===== src/rtl/uart_rxq_pkg.sv =====
package uart_rxq_pkg;
  typedef enum logic [1:0] {
    TRIG_ONE  = 2'b00,
    TRIG_QTR  = 2'b01,
    TRIG_HALF = 2'b10,
    TRIG_NEAR = 2'b11
  } trig_sel_e;

  // threshold scales with depth: 1, D/4, D/2, D-2 (1/4/8/14 at 16)
  function automatic int unsigned trig_level(trig_sel_e sel, int unsigned depth);
    case (sel)
      TRIG_ONE:  return 1;
      TRIG_QTR:  return depth / 4;
      TRIG_HALF: return depth / 2;
      default:   return depth - 2;
    endcase
  endfunction
endpackage


===== src/rtl/uart_rxq_store.sv =====
module uart_rxq_store #(
  parameter int unsigned DEPTH = 16,
  parameter int unsigned DW    = 8,
  localparam int unsigned AW   = $clog2(DEPTH),
  localparam int unsigned CW   = $clog2(DEPTH + 1)
) (
  input  logic          clk_i,
  input  logic          rst_ni,
  input  logic          flush_i,
  input  logic          push_i,
  input  logic [DW-1:0] data_i,
  input  logic          pop_i,
  output logic [DW-1:0] head_o,
  output logic [CW-1:0] count_o,
  output logic          full_o,
  output logic          empty_o
);
  localparam logic [CW-1:0] FULL_CNT = CW'(DEPTH);
  localparam logic [AW-1:0] LAST_IDX = AW'(DEPTH - 1);

  logic [DW-1:0] mem_q [DEPTH];
  logic [AW-1:0] wptr_q, rptr_q;
  logic [CW-1:0] cnt_q;
  logic          do_push, do_pop;

  assign full_o  = (cnt_q == FULL_CNT);
  assign empty_o = (cnt_q == '0);
  assign count_o = cnt_q;
  assign head_o  = mem_q[rptr_q];
  assign do_push = push_i && !full_o && !flush_i;
  assign do_pop  = pop_i && !empty_o && !flush_i;

  always_ff @(posedge clk_i) begin
    if (do_push) mem_q[wptr_q] <= data_i;
  end

  always_ff @(posedge clk_i or negedge rst_ni) begin
    if (!rst_ni) begin
      wptr_q <= '0;
      rptr_q <= '0;
      cnt_q  <= '0;
    end else if (flush_i) begin
      wptr_q <= '0;
      rptr_q <= '0;
      cnt_q  <= '0;
    end else begin
      if (do_push) wptr_q <= (wptr_q == LAST_IDX) ? '0 : wptr_q + 1'b1;
      if (do_pop)  rptr_q <= (rptr_q == LAST_IDX) ? '0 : rptr_q + 1'b1;
      case ({do_push, do_pop})
        2'b10:   cnt_q <= cnt_q + 1'b1;
        2'b01:   cnt_q <= cnt_q - 1'b1;
        default: cnt_q <= cnt_q;
      endcase
    end
  end

  a_r2_no_overflow: assert property (@(posedge clk_i) disable iff (!rst_ni)
    count_o <= FULL_CNT);
  a_r3_full_keeps_count: assert property (@(posedge clk_i) disable iff (!rst_ni)
    (push_i && full_o && !pop_i && !flush_i) |=> full_o);
  a_r3_full_keeps_head: assert property (@(posedge clk_i) disable iff (!rst_ni)
    (push_i && full_o && !pop_i && !flush_i) |=> $stable(head_o));
endmodule


===== src/rtl/uart_rxq_timer.sv =====
module uart_rxq_timer #(
  parameter int unsigned CT_W = 16,
  localparam int unsigned TW  = CT_W + 2
) (
  input  logic            clk_i,
  input  logic            rst_ni,
  input  logic            restart_i,
  input  logic            cancel_i,
  input  logic [CT_W-1:0] char_ticks_i,
  output logic            fire_o
);
  logic [TW-1:0] cnt_q;
  logic          arm_q;
  logic [TW-1:0] load;

  assign load   = {char_ticks_i, 2'b00};  // four character times
  assign fire_o = arm_q && (cnt_q == TW'(1)) && !restart_i && !cancel_i;

  always_ff @(posedge clk_i or negedge rst_ni) begin
    if (!rst_ni) begin
      arm_q <= 1'b0;
      cnt_q <= '0;
    end else if (restart_i) begin
      arm_q <= 1'b1;
      cnt_q <= load;
    end else if (cancel_i) begin
      arm_q <= 1'b0;
    end else if (arm_q) begin
      if (cnt_q == TW'(1)) arm_q <= 1'b0;
      else                 cnt_q <= cnt_q - 1'b1;
    end
  end

  a_r7_ticks_nonzero: assert property (@(posedge clk_i) disable iff (!rst_ni)
    restart_i |-> (char_ticks_i != '0));
  a_r7_single_fire: assert property (@(posedge clk_i) disable iff (!rst_ni)
    fire_o |=> !fire_o);
endmodule


===== src/rtl/uart_rxq.sv =====
module uart_rxq
  import uart_rxq_pkg::*;
#(
  parameter int unsigned DEPTH = 16,
  parameter int unsigned DW    = 8,
  parameter int unsigned CT_W  = 16,
  localparam int unsigned CW   = $clog2(DEPTH + 1)
) (
  input  logic            clk_i,
  input  logic            rst_ni,
  input  logic            rx_valid_i,
  input  logic [DW-1:0]   rx_data_i,
  input  logic            rx_break_i,
  input  logic [CT_W-1:0] char_ticks_i,
  input  logic            cfg_we_i,
  input  logic [7:0]      cfg_wdata_i,
  input  logic            rd_i,
  input  logic            stat_rd_i,
  output logic [DW-1:0]   rd_data_o,
  output logic [CW-1:0]   level_o,
  output logic            data_ready_o,
  output logic            overrun_o,
  output logic            break_o,
  output logic            trig_hit_o,
  output logic            timeout_o
);
  logic            fifo_en_q;
  trig_sel_e       trig_q;
  logic [DW-1:0]   hold_q;
  logic            hold_dr_q, brk_q, ovr_q, to_q;
  logic            cfg_flush, byte_in, q_push, q_pop, last_pop;
  logic [DW-1:0]   in_byte, head;
  logic [CW-1:0]   count;
  logic            full, empty, fire, t_restart, t_cancel;
  logic [CW-1:0]   thresh;

  assign cfg_flush = cfg_we_i && ((cfg_wdata_i[0] != fifo_en_q) || cfg_wdata_i[1]);
  assign byte_in   = (rx_valid_i || rx_break_i) && !cfg_flush;
  assign in_byte   = rx_break_i ? '0 : rx_data_i;
  assign q_push    = fifo_en_q && byte_in;
  assign q_pop     = fifo_en_q && rd_i && !cfg_flush;
  assign last_pop  = q_pop && (count <= CW'(1));

  uart_rxq_store #(.DEPTH(DEPTH), .DW(DW)) u_store (
    .clk_i   (clk_i),
    .rst_ni  (rst_ni),
    .flush_i (cfg_flush),
    .push_i  (q_push),
    .data_i  (in_byte),
    .pop_i   (q_pop),
    .head_o  (head),
    .count_o (count),
    .full_o  (full),
    .empty_o (empty)
  );

  assign t_restart = q_push || (q_pop && (count > CW'(1)));
  assign t_cancel  = cfg_flush || last_pop;

  uart_rxq_timer #(.CT_W(CT_W)) u_timer (
    .clk_i        (clk_i),
    .rst_ni       (rst_ni),
    .restart_i    (t_restart),
    .cancel_i     (t_cancel),
    .char_ticks_i (char_ticks_i),
    .fire_o       (fire)
  );

  always_ff @(posedge clk_i or negedge rst_ni) begin
    if (!rst_ni) begin
      fifo_en_q <= 1'b0;
      trig_q    <= TRIG_ONE;
    end else if (cfg_we_i) begin
      fifo_en_q <= cfg_wdata_i[0];
      if (cfg_wdata_i[0]) trig_q <= trig_sel_e'(cfg_wdata_i[7:6]);
    end
  end

  always_ff @(posedge clk_i or negedge rst_ni) begin
    if (!rst_ni) begin
      hold_q    <= '0;
      hold_dr_q <= 1'b0;
    end else if (cfg_flush) begin
      hold_dr_q <= 1'b0;
    end else if (!fifo_en_q && byte_in) begin
      hold_q    <= in_byte;
      hold_dr_q <= 1'b1;
    end else if (!fifo_en_q && rd_i) begin
      hold_dr_q <= 1'b0;
    end
  end

  always_ff @(posedge clk_i or negedge rst_ni) begin
    if (!rst_ni) begin
      brk_q <= 1'b0;
      ovr_q <= 1'b0;
      to_q  <= 1'b0;
    end else begin
      if (rx_break_i && !cfg_flush)                       brk_q <= 1'b1;
      else if (cfg_flush || stat_rd_i || last_pop ||
               (!fifo_en_q && rd_i))                      brk_q <= 1'b0;

      if (byte_in && (fifo_en_q ? full : hold_dr_q))      ovr_q <= 1'b1;
      else if (stat_rd_i)                                 ovr_q <= 1'b0;

      if (cfg_flush || rd_i)                              to_q  <= 1'b0;
      else if (fire && fifo_en_q && !empty)               to_q  <= 1'b1;
    end
  end

  always_comb begin
    thresh = CW'(trig_level(trig_q, DEPTH));
  end

  assign rd_data_o    = fifo_en_q ? (empty ? '0 : head) : hold_q;
  assign level_o      = count;
  assign data_ready_o = fifo_en_q ? !empty : hold_dr_q;
  assign overrun_o    = ovr_q;
  assign break_o      = brk_q;
  assign timeout_o    = to_q;
  assign trig_hit_o   = fifo_en_q ? (count >= thresh) : hold_dr_q;

  a_r4_empty_read_zero: assert property (@(posedge clk_i) disable iff (!rst_ni)
    (rd_i && fifo_en_q && empty) |-> (rd_data_o == '0));
  a_r6_flush_clears: assert property (@(posedge clk_i) disable iff (!rst_ni)
    cfg_flush |=> (level_o == '0) && !data_ready_o && !break_o && !timeout_o);
  a_r3_overrun_set: assert property (@(posedge clk_i) disable iff (!rst_ni)
    (q_push && full) |=> overrun_o);
  a_r8_read_clears_timeout: assert property (@(posedge clk_i) disable iff (!rst_ni)
    rd_i |=> !timeout_o);
  a_r7_timeout_has_data: assert property (@(posedge clk_i) disable iff (!rst_ni)
    timeout_o |-> data_ready_o);
  a_r9_break_sets: assert property (@(posedge clk_i) disable iff (!rst_ni)
    (rx_break_i && !cfg_flush) |=> break_o && data_ready_o);
  a_r10_hold_overrun: assert property (@(posedge clk_i) disable iff (!rst_ni)
    (!fifo_en_q && byte_in && hold_dr_q) |=> overrun_o);
  a_r11_status_clear: assert property (@(posedge clk_i) disable iff (!rst_ni)
    (stat_rd_i && !byte_in) |=> !overrun_o && !break_o);
endmodule


===== config.mk =====
export PLATFORM = sky130hd
export DESIGN_NAME = uart_rxq
export DESIGN_NICKNAME = d
export VERILOG_FILES = /design/src/rtl/uart_rxq_pkg.sv /design/src/rtl/uart_rxq_store.sv /design/src/rtl/uart_rxq_timer.sv /design/src/rtl/uart_rxq.sv
export SDC_FILE = /design/constraint.sdc
export NUM_CORES = 1
export LEC_CHECK = 0
export ABC_AREA = 1
export BUFFER_PORTS_ARGS = -buffer_cell sky130_fd_sc_hd__buf_4
export CELL_PAD_IN_SITES_DETAIL_PLACEMENT = 0
export CELL_PAD_IN_SITES_GLOBAL_PLACEMENT = 1
export CORE_MARGIN = 4
export CORE_UTILIZATION = 45
export CTS_BUF_LIST = sky130_fd_sc_hd__clkbuf_8
export CTS_CLUSTER_SIZE = 16
export DETAILED_ROUTE_END_ITERATION = 8
export HOLD_SLACK_MARGIN = 0.02
export PLACE_DENSITY_LB_ADDON = 0.05
export SYNTH_ARGS = -nofsm -noshare
export SYNTH_HDL_FRONTEND = slang
export SYNTH_SLANG_ARGS = --single-unit

===== constraint.sdc =====
create_clock -name clk_i -period 2.45 [get_ports clk_i]
set_input_delay 0.49 -clock clk_i [delete_from_list [all_inputs] [get_ports clk_i]]
set_output_delay 0.49 -clock clk_i [all_outputs]
set_load 0.1 [all_outputs]

==> metrics.md, run 1 <==
| Metric | Value |
|---|---|
| Status | finished with violations |
| Failing checks | negative setup slack |
| Maximum vdd ir drop | 0.648 mV |
| Vias in the first global route | 6466 |
| Mapped Cells | 862 |
| Worst skew pair latency | 0.47 ns |
| Synth area leaders | edfxtp_1 (46%), dfrtp_1 (14%), nand2_1 (9.6%) |
| Hold Slack | 0.0219 ns |
| Rel. slew slack | 54.8% |
| CORE AREA | 0.0180 mm2 |
| Crit path DAT | 2.20 ns |
| Chip width | 144 um |
| Final setup fails | 9 |
| Final critical-path share of the clock period | 110% |
| Max-cap violations | 0 |
| Die Area | 0.0206 mm2 |
| Commonest non-fill, non-tap cell in the layout | nand2_1 |
| Die H | 144 um |
| Routed Antenna Nets | 0 |
| Worst Setup Slack, final | -0.244 ns |
| Cell area power density | 952 mW/mm2 |
| Unrepaired setup endpoints after global routing | true |
| GRT Total Usage | 21.4% |
| Worst Path Max Fanout | 8 |
| Slew Viols, Final | 0 |
| Total Nets Final | 1022 |
| Share of cells above drive strength 1 | 24.6% |
| Layout area overhead | 24.2% |
| Post-route cell area | 0.0103 mm2 |
| DR WL/cell | 17.4 um |
| Post-synthesis sequential area ratio | 60.7% |
| I/O pin cnt | 57 |
| Setup CP Type | reg -> out |
| First-pass GRT wire length | 33700 um |
| Netlist Area Pre-Place | 0.00827 mm2 |
| Row count | 49 |
| DRT iter0 DRCs | 358 |
| CTS tree | done |
| Worst EP required | 1.96 ns |
| Root Driver | clkbuf_8 |
| Grt ovf | 0 |
| CP startpoint | u_store.rptr_q[1] |
| Final RePlAce weighted congestion | 0.814 |
| Synth area leader | edfxtp_1 |
| Fill cell total of the finished layout | 1590 |
| Vias per Instance | 5.22 |
| Clock sinks | 175 |
| Least-Margin Pin Slew | 0.679 ns |
| Final Hold Vio Count | 0 |
| Register Area | 0.00503 mm2 |
| Distinct cells, synth | 35 |
| Tmin final | 2.69 ns |
| F_max | 371 MHz |
| Reg2Reg Depth | 12 |
| Synth Register Bits | 175 |
| Antenna cells | 0 |
| DRT Pass-1 Iters | 5 |
| Num CTS Buffers | 17 |
| IO buf count | 52 |
| Detail Placement HPWL | 14100 um |
| Syn_nets | 916 |
| Starting Density | 45.9% |
| Multi-input gate area | 0.00310 mm2 |
| Yosys top cell area share | 46.5% |
| Hold WC Path Type | in -> async |
| Hold_buf cts | 0 |
| Routed WL | 21100 um |
| DRC Markers | 0 |
| Yosys warns | 0 |
| Fin Clk Skew | 0.0112 ns |
| Worst Setup End Kind | output pin |
| Placed cell areas | 0.00919 mm2 |
| Clock transition at the registers of the reported paths | 0.10 ns |
| Vias | 6322 |
| Static leakage | 4.32 nW |
| Most frequent cells in the layout | nand2_1 (201), edfxtp_1 (128), nor2_1 (105), buf_4 (92), nand3_1 (64) |
| Reg-to-Reg Start | u_store.count_o[0] |
| Crit path launch type | register |
| CTS Buffer Depth | 2 |
| Avg Inst Size Synth | 9.59 um2 |
| H-tree depth | 4 |
| Largest net degree at the start of global routing | 48 |
| Initial antenna violation count | 0 |
==> stage by stage <==
step	power, mW	utilization, %	cells	TNS [ns]	setup WS (ns)
after floorplan	6.35	-	862	0	0.00531
after detailed placement	7.27	51.0	1157	-0.173	-0.0423
final	9.77	57.0	1210	-1.65	-0.244
after CTS	9.74	56.1	1207	-1.86	-0.232
after global routing	10.4	57.0	1210	-2.70	-0.359
after global placement	7.22	51.0	1157	-0.294	-0.0650
==> what timing repair did <==
item | in CTS | in global routing
gates cloned | 4 | 1
pin swaps | 37 | 35
setup endpoints to repair | 9 | 9
gates resized for setup | 94 | 40
setup buffers | 14 | 4
==> synth_stat cells <==
cell type and n:
a21oi_1 20, a22oi_1 1, and3_1 1, buf_2 10, buf_4 4, buf_6 3
clkbuf_1 17, clkinv_1 4, dfrtp_1 47, edfxtp_1 128, ha_1 15, inv_1 53
inv_2 6, nand2_1 212, nand2_2 3, nand2_4 2, nand3_1 71, nand3_2 1
nand3_4 2, nand3b_1 1, nand4_1 10, nor2_1 123, nor2_2 2, nor2_4 2
nor3_1 1, o2111ai_1 1, o211ai_1 1, o21ai_0 69, o21ai_1 16, o21bai_1 2
o22ai_1 11, or2_0 1, or2_1 1, xnor2_1 5, xor2_1 16
==> cell type report <==
cell class / count / area share, %
clock buffers: 17 / 2.28
clock inverters: 15 / 1.46
repair buffers: 121 / 11.9
well taps: 229 / 2.79
multi-input cells: 590 / 30.2
inverters: 63 / 2.43
flip-flops and latches: 175 / 49.0
==> final timing paths <==
kind / endpoint / slack [ns]
max in group asynchronous: u_store.rptr_q[1] / 1.92
worst min-delay path: u_store.count_o[0] / 0.02
worst max-delay path: rd_data_o[5] / -0.24
min in group clk_i: fifo_en_q / 0.25
worst max register to register: u_timer.cnt_q[17] / 0.34
worst min register to register: hold_q[6] / 0.48
==> cell families after synthesis <==
logic type	synth area share [%]
AND/OR/NAND/NOR	22.1
flip-flops	60.7
AO/OA/AOI/OAI	7.66
buffers and inverters	5.01
XOR/XNOR	2.22
adder cells (fa/ha/maj)	2.27
==> critical path, stage by stage (launching register included) <==
cell and delay (ns):
dfrtp_2 0.48, buf_6 0.18, buf_6 0.12, o21ai_0 0.12, o22ai_2 0.24, nor2_2 0.07, o21ai_1 0.17, nand2_1 0.10
nand2_2 0.09, buf_12 0.17
==> report_power, final <==
| part | internal (mW) | switching, mW | total (mW) |
|---|---|---|---|
| Combinational | 1.47 | 2.67 | 4.14 |
| Sequential | 3.45 | 0.271 | 3.72 |
| Clock | 0.751 | 1.17 | 1.92 |
| Total | 5.67 | 4.10 | 9.77 |
==> flip-flops by register name, indices dropped and copies added, names as in the netlist, 2 cells and up <==
name and flops:
hold_q 8, trig_q 2, u_store.wptr_q 4, u_store.count_o 5
u_timer.cnt_q 18, u_store.rptr_q 4, u_store.mem_q 128
==> per-layer routing <==
| layer | wire [um] | global-route usage, % | vias up |
|---|---|---|---|
| li1 | - | - | 3110 |
| met1 | 9230 | 27.7 | 3040 |
| met2 | 10600 | 36.4 | 138 |
| met3 | 786 | 3.49 | 34 |
| met4 | 483 | 7.88 | 0 |
| met5 | 0 | 0 | - |
Note: power is estimated with default switching activity, not from simulation.
==> run 2, diff against run 1 <==
==> constraint.sdc (replaced) <==
create_clock -name clk_i -period 2.45 [get_ports clk_i]
set_input_delay 0.245 -clock clk_i [delete_from_list [all_inputs] [get_ports clk_i]]
set_output_delay 0.245 -clock clk_i [all_outputs]
set_load 0.1 [all_outputs]
==> run 2 against run 1 <==
  * The flow now finishes without violations
  * First-iteration DRC count grew 3.6%
  * Worst hold slack better by 0.022 ns
  * Cell area is 1.4% lower
  * Highest routed layer unchanged
==> metrics.md, run 2 (same netlist as run 1, synthesis figures left out) <==
| Metric | Value |
|---|---|
| Antenna cells | 0 |
| Num CTS Buffers | 17 |
| Reg2Reg Depth | 10 |
| Grt ovf | 0 |
| Hold Crit Start | rd_i |
| Final setup fails | 0 |
| Slew Viols, Final | 0 |
| I/O pin cnt | 57 |
| Fill cell total of the finished layout | 1600 |
| Register Area | 0.00503 mm2 |
| R2r endpoint | u_timer.cnt_q[14] |
| Row count | 49 |
| Cell area power density | 956 mW/mm2 |
| Crit path DAT | 2.19 ns |
| Starting Density | 45.9% |
| Routed WL | 20500 um |
| Hold path depth | 4 |
| Worst Setup Slack, final | 0.0123 ns |
| Dpl ws | 0.203 ns |
| Psw | 4.03 mW |
| Max-cap violations | 0 |
| Hold WC Path Type | in -> reg |
| CORE AREA | 0.0180 mm2 |
| Largest register FFs | 128 |
| Crit path launch type | register |
| Maximum vdd ir drop | 0.620 mV |
| Final total power | 9.68 mW |
| Root Driver | clkbuf_8 |
| H-tree depth | 4 |
| Worst skew pair latency | 0.47 ns |
| Fin Clk Skew | 0.0172 ns |
| Worst EP required | 2.20 ns |
| Total Nets Final | 1015 |
| Top reg by flops | u_store.mem_q |
| Unrepaired setup endpoints after global routing | true |
| DR WL/cell | 17.0 um |
| P_int | 5.65 mW |
| Static leakage | 4.29 nW |
| CTS Buffer Depth | 2 |
| GRT Total Usage | 20.7% |
| Share of cells above drive strength 1 | 21.1% |
| Sw Ratio | 41.6% |
| Most frequent cells in the layout | nand2_1 (204), edfxtp_1 (128), nor2_1 (113), buf_4 (86), nand3_1 (66) |
| Status | finished clean |
| Final Hold Vio Count | 0 |
| Worst Path Max Fanout | 6 |
| Vias | 6219 |
| Vias per Instance | 5.17 |
| Die H | 144 um |
| Post-layout util | 56.2% |
| Clock transition at the registers of the reported paths | 0.10 ns |
| Comb pwr share | 41.6% |
| Final critical-path share of the clock period | 99.5% |
| F_max | 410 MHz |
| Setup CP Type | reg -> out |
| Worst min-delay path endpoint | timeout_o |
| DRC Markers | 0 |
| Final RePlAce weighted congestion | 0.840 |
| DRT Pass-1 Iters | 5 |
| Tmin final | 2.44 ns |
| Worst reg2reg setup slack | 0.41 ns |
| Seq pwr share | 38.5% |
| Layout area overhead | 22.5% |
| Die Area | 0.0206 mm2 |
| Initial antenna violation count | 0 |
| Rel. slew slack | 57.6% |
| Routed Antenna Nets | 0 |
| Worst Setup End Kind | output pin |
| CTS tree | done |
| Vias in the first global route | 6133 |
| Clk pwr share | 19.9% |
| Detail Placement HPWL | 13900 um |
| Largest net degree at the start of global routing | 48 |
| Chip width | 144 um |
| IO buf count | 52 |
| Reg-to-Reg Start | fifo_en_q |
| DRT iter0 DRCs | 371 |
| Commonest non-fill, non-tap cell in the layout | nand2_1 |
| Top flop regs | u_store.mem_q (128), u_timer.cnt_q (18), hold_q (8) |
| Multi-input gate area | 0.00299 mm2 |
| Clock sinks | 175 |
| First-pass GRT wire length | 32500 um |
| Least-Margin Pin Slew | 0.637 ns |
[run 2: through the flow]
step	hold WS, ns	TNS (ns)	cell area, um2	instances
floorplan	-0.0506	0	8290	862
finish	0.0443	0	10100	1203
CTS	0.0241	-0.0443	9930	1194
global placement	0.305	0	9150	1151
global route	0.0357	-0.705	10100	1203
detailed placement	0.310	0	9150	1151
[run 2: power by group through the flow]
stage / registers, mW / logic (mW) / clock network, mW
3_3_place_gp: 3.79 / 3.39 / 0
4_1_cts: 3.74 / 3.88 / 1.96
6_report: 3.73 / 4.03 / 1.92
2_1_floorplan: 4.00 / 2.34 / 0
3_5_place_dp: 3.80 / 3.41 / 0
5_1_grt: 3.77 / 4.40 / 2.09
[run 2: how the worst max path moves through the flow]
stage / startpoint / to / slack (ns) / cells past startpoint
global route: u_store.rptr_q[0] / rd_data_o[4] / -0.12 / 10
detailed placement: u_store.rptr_q[1] / rd_data_o[7] / 0.20 / 9
finish: u_store.rptr_q[0] / rd_data_o[0] / 0.01 / 9
global placement: u_store.rptr_q[1] / rd_data_o[7] / 0.21 / 9
CTS: u_store.rptr_q[0] / rd_data_o[3] / -0.02 / 10
floorplan: u_store.count_o[0] / trig_hit_o / 0.02 / 8
[run 2: area by class of cell]
class	count	area share (%)
inverter	63	2.48
sequential	175	49.6
multi-input combinational	590	29.6
clock buffer	17	2.31
clock inverter	15	1.43
timing repair buffer	114	11.7
tap	229	2.83
[run 2: critical path: stages (launching register included)]
cell and delay, ns:
dfrtp_2 0.42, clkinv_4 0.09, bufbuf_16 0.27, o21ai_0 0.22, o22ai_2 0.14, nor2_1 0.15
o21ai_2 0.09, nand2_1 0.08, nand2_2 0.10, buf_12 0.18
[run 2: repair_timing]
action                                 4_1_cts  5_1_grt
setup endpoints to repair                    8        9
resized for setup                           69       30
hold buffers                                 4        0
pin swaps                                   20       20
setup buffers                                3        7
endpoints found under the hold margin       50        0
gates cloned                                 4        2
[run 2: metal layers]
layer	up-vias	part of all wire (%)	GRT usage, %
met3	19	3.7	4.23
met4	0	1.5	5.55
met5	-	0	0
met2	143	51	35.7
met1	2960	44	26.8
li1	3097	-	-
==> run 3, diff against run 2 <==
--- a/config.mk
+++ b/config.mk
@@ -6,7 +6,6 @@
 export NUM_CORES = 1
 export LEC_CHECK = 0
 export ABC_AREA = 1
-export BUFFER_PORTS_ARGS = -buffer_cell sky130_fd_sc_hd__buf_4
 export CELL_PAD_IN_SITES_DETAIL_PLACEMENT = 0
 export CELL_PAD_IN_SITES_GLOBAL_PLACEMENT = 1
 export CORE_MARGIN = 4
@@ -14,6 +13,7 @@
 export CTS_BUF_LIST = sky130_fd_sc_hd__clkbuf_8
 export CTS_CLUSTER_SIZE = 16
 export DETAILED_ROUTE_END_ITERATION = 8
+export DONT_BUFFER_PORTS = 1
 export HOLD_SLACK_MARGIN = 0.02
 export PLACE_DENSITY_LB_ADDON = 0.05
 export SYNTH_ARGS = -nofsm -noshare
==> run 3 against run 2 <==
  * Worst setup slack got worse by 0.012 ns
  * Via count shrank 0.48%
  * Clock skew is 0.0069 ns lower
  * Die area is the same
  * Critical path depth unchanged
==> metrics.md, run 3 (same netlist as run 1, synthesis figures left out) <==
| Metric | Value |
|---|---|
| Total Nets Final | 989 |
| Post-layout util | 54.7% |
| GRT Total Usage | 20.8% |
| Rel. slew slack | 38.9% |
| Largest register FFs | 128 |
| Chip width | 144 um |
| Worst Path Max Fanout | 26 |
| I/O pin cnt | 57 |
| Starting Density | 45.9% |
| Unrepaired setup endpoints after global routing | true |
| Clock transition at the registers of the reported paths | 0.09 ns |
| Antenna cells | 0 |
| Maximum vdd ir drop | 0.748 mV |
| Fill cell total of the finished layout | 1678 |
| Register Area | 0.00503 mm2 |
| Layout area overhead | 19.4% |
| Crit path DAT | 2.20 ns |
| Critical path's slowest cell | dfrtp_2 |
| Placed Instances | 1115 |
| Routed Antenna Nets | 0 |
| Detail Placement HPWL | 13900 um |
| Die H | 144 um |
| DRT iter0 DRCs | 323 |
| Critical Path, Cell by Cell | clkinv_4, bufbuf_16, o21ai_0, o22ai_1, nor2_2, o21ai_1, nand2_1, nand2_2, buf_12 |
| Commonest non-fill, non-tap cell in the layout | nand2_1 |
| Largest net degree at the start of global routing | 48 |
| Worst Setup End Kind | output pin |
| Multi-input gate area | 0.00291 mm2 |
| Num CTS Buffers | 17 |
| Critical path's top delay family | buffers and inverters |
| Non-Filler Instances | 1177 |
| Vias per Instance | 5.26 |
| Slew Viols, Final | 0 |
| Crit path launch type | register |
| Grt ovf | 0 |
| Max-cap violations | 0 |
| Tmin final | 2.45 ns |
| DRC Markers | 0 |
| Final RePlAce weighted congestion | 0.823 |
| Fin Clk Skew | 0.0103 ns |
| Share of cells above drive strength 1 | 15.4% |
| IO buf count | 0 |
| Clock sinks | 175 |
| Hold WC Path Type | in -> reg |
| H-tree depth | 4 |
| Hold Slack | 0.0411 ns |
| Top reg by flops | u_store.mem_q |
| Top flop regs | u_store.mem_q (128), u_timer.cnt_q (18), hold_q (8) |
| Root Driver | clkbuf_8 |
| Routed WL | 20600 um |
| CORE AREA | 0.0180 mm2 |
| DRT Pass-1 Iters | 5 |
| Reg-to-Reg Start | u_store.count_o[0] |
| Setup CP Type | reg -> out |
| Final setup fails | 0 |
| Least-Margin Pin Slew | 0.917 ns |
| Most frequent cells in the layout | nand2_1 (205), edfxtp_1 (128), nor2_1 (115), nand3_1 (71), inv_1 (54) |
| Status | finished clean |
| CP startpoint | u_store.rptr_q[0] |
| DR WL/cell | 17.5 um |
| CTS Buffer Depth | 2 |
| CTS tree | done |
| Die Area | 0.0206 mm2 |
| Vias in the first global route | 6082 |
| CP max stage delay | 0.48 ns |
| Row count | 49 |
| Worst skew pair latency | 0.45 ns |
| Initial antenna violation count | 0 |
| WP buf/inv | 3 |
| First-pass GRT wire length | 32500 um |
| Worst EP required | 2.20 ns |
| Final total power | 9.60 mW |
| F_max | 408 MHz |
| Final Hold Vio Count | 0 |
| Hold Crit Start | stat_rd_i |
| Final critical-path share of the clock period | 100% |
| Static leakage | 4.13 nW |
| Cell area power density | 973 mW/mm2 |
| Vias | 6189 |
[run 3: changes by cell type in the layout (fill, tap and decap cells not counted), moves of 2 or more]
cell / before / now
buf_4: 86 / 44
dlygate4sd3_1: 4 / 25
nand3_1: 66 / 71
nand3_2: 6 / 1
o21ai_0: 46 / 51
inv_8: 5 / 1
o21ai_4: 4 / 0
buf_12: 15 / 12
bufinv_16: 0 / 3
clkinv_2: 1 / 3
nor2_1: 113 / 115
nor2_2: 12 / 10
[run 3: area by class of cell]
cell class	count	share of cell area, %
sequential	175	50.9
multi-input combinational	590	29.5
timing repair buffer	88	9.89
tap	229	2.90
inverter	63	2.52
clock buffer	17	2.37
clock inverter	15	1.86
[run 3: worst reg2reg max path, cell delays in order, from the launching register on]
cell,delay (ns)
dfrtp_2,0.36
buf_4,0.31
ha_1,0.20
nand2_1,0.05
nand2_1,0.06
nand2_1,0.09
nand3_1,0.10
nand2_2,0.07
inv_2,0.35
nand2_4,0.25
nand2_1,0.12
nand2_1,0.05
[run 3: power breakdown]
part           leakage [nW]  switching, mW  internal, mW  total, mW
sequential             1.77          0.249          3.44       3.69
clock                 0.214           1.08          1.02       2.10
combinational          2.14           2.53          1.28       3.81
[run 3: per-layer routing]
layer,track usage (%),routed length (um),up-vias
met1,26.8,8870,2988
met4,7.33,531,0
met5,0,0,-
li1,-,-,3039
met2,35.5,10400,133
met3,3.59,789,29
[run 3: timing repair]
action,CTS,global route
cloned,2,1
pin swaps,7,6
resized for setup,24,23
endpoints found under the setup margin,8,9
hold buffers,26,0
endpoints found under the hold margin,67,0
setup buffers,0,1
[run 3: worst paths after layout]
check	to	slack, ns	cells past startpoint
min in group asynchronous	overrun_o	0.34	2
hold reg to reg	hold_q[2]	0.48	2
hold / removal	overrun_o	0.04	2
max in group asynchronous	u_store.rptr_q[0]	1.89	2
setup / recovery	rd_data_o[3]	0.0007	9
setup reg to reg	u_timer.cnt_q[10]	0.32	11
[run 3: stage by stage]
stage | setup TNS, ns | worst slack (ns) | area, um2
2_1_floorplan | 0 | 0.0185 | 8290
3_3_place_gp | 0 | 0.324 | 8980
3_5_place_dp | 0 | 0.303 | 8980
4_1_cts | -0.0593 | -0.0300 | 9800
5_1_grt | -0.759 | -0.122 | 9870
6_report | 0 | 0.000739 | 9870
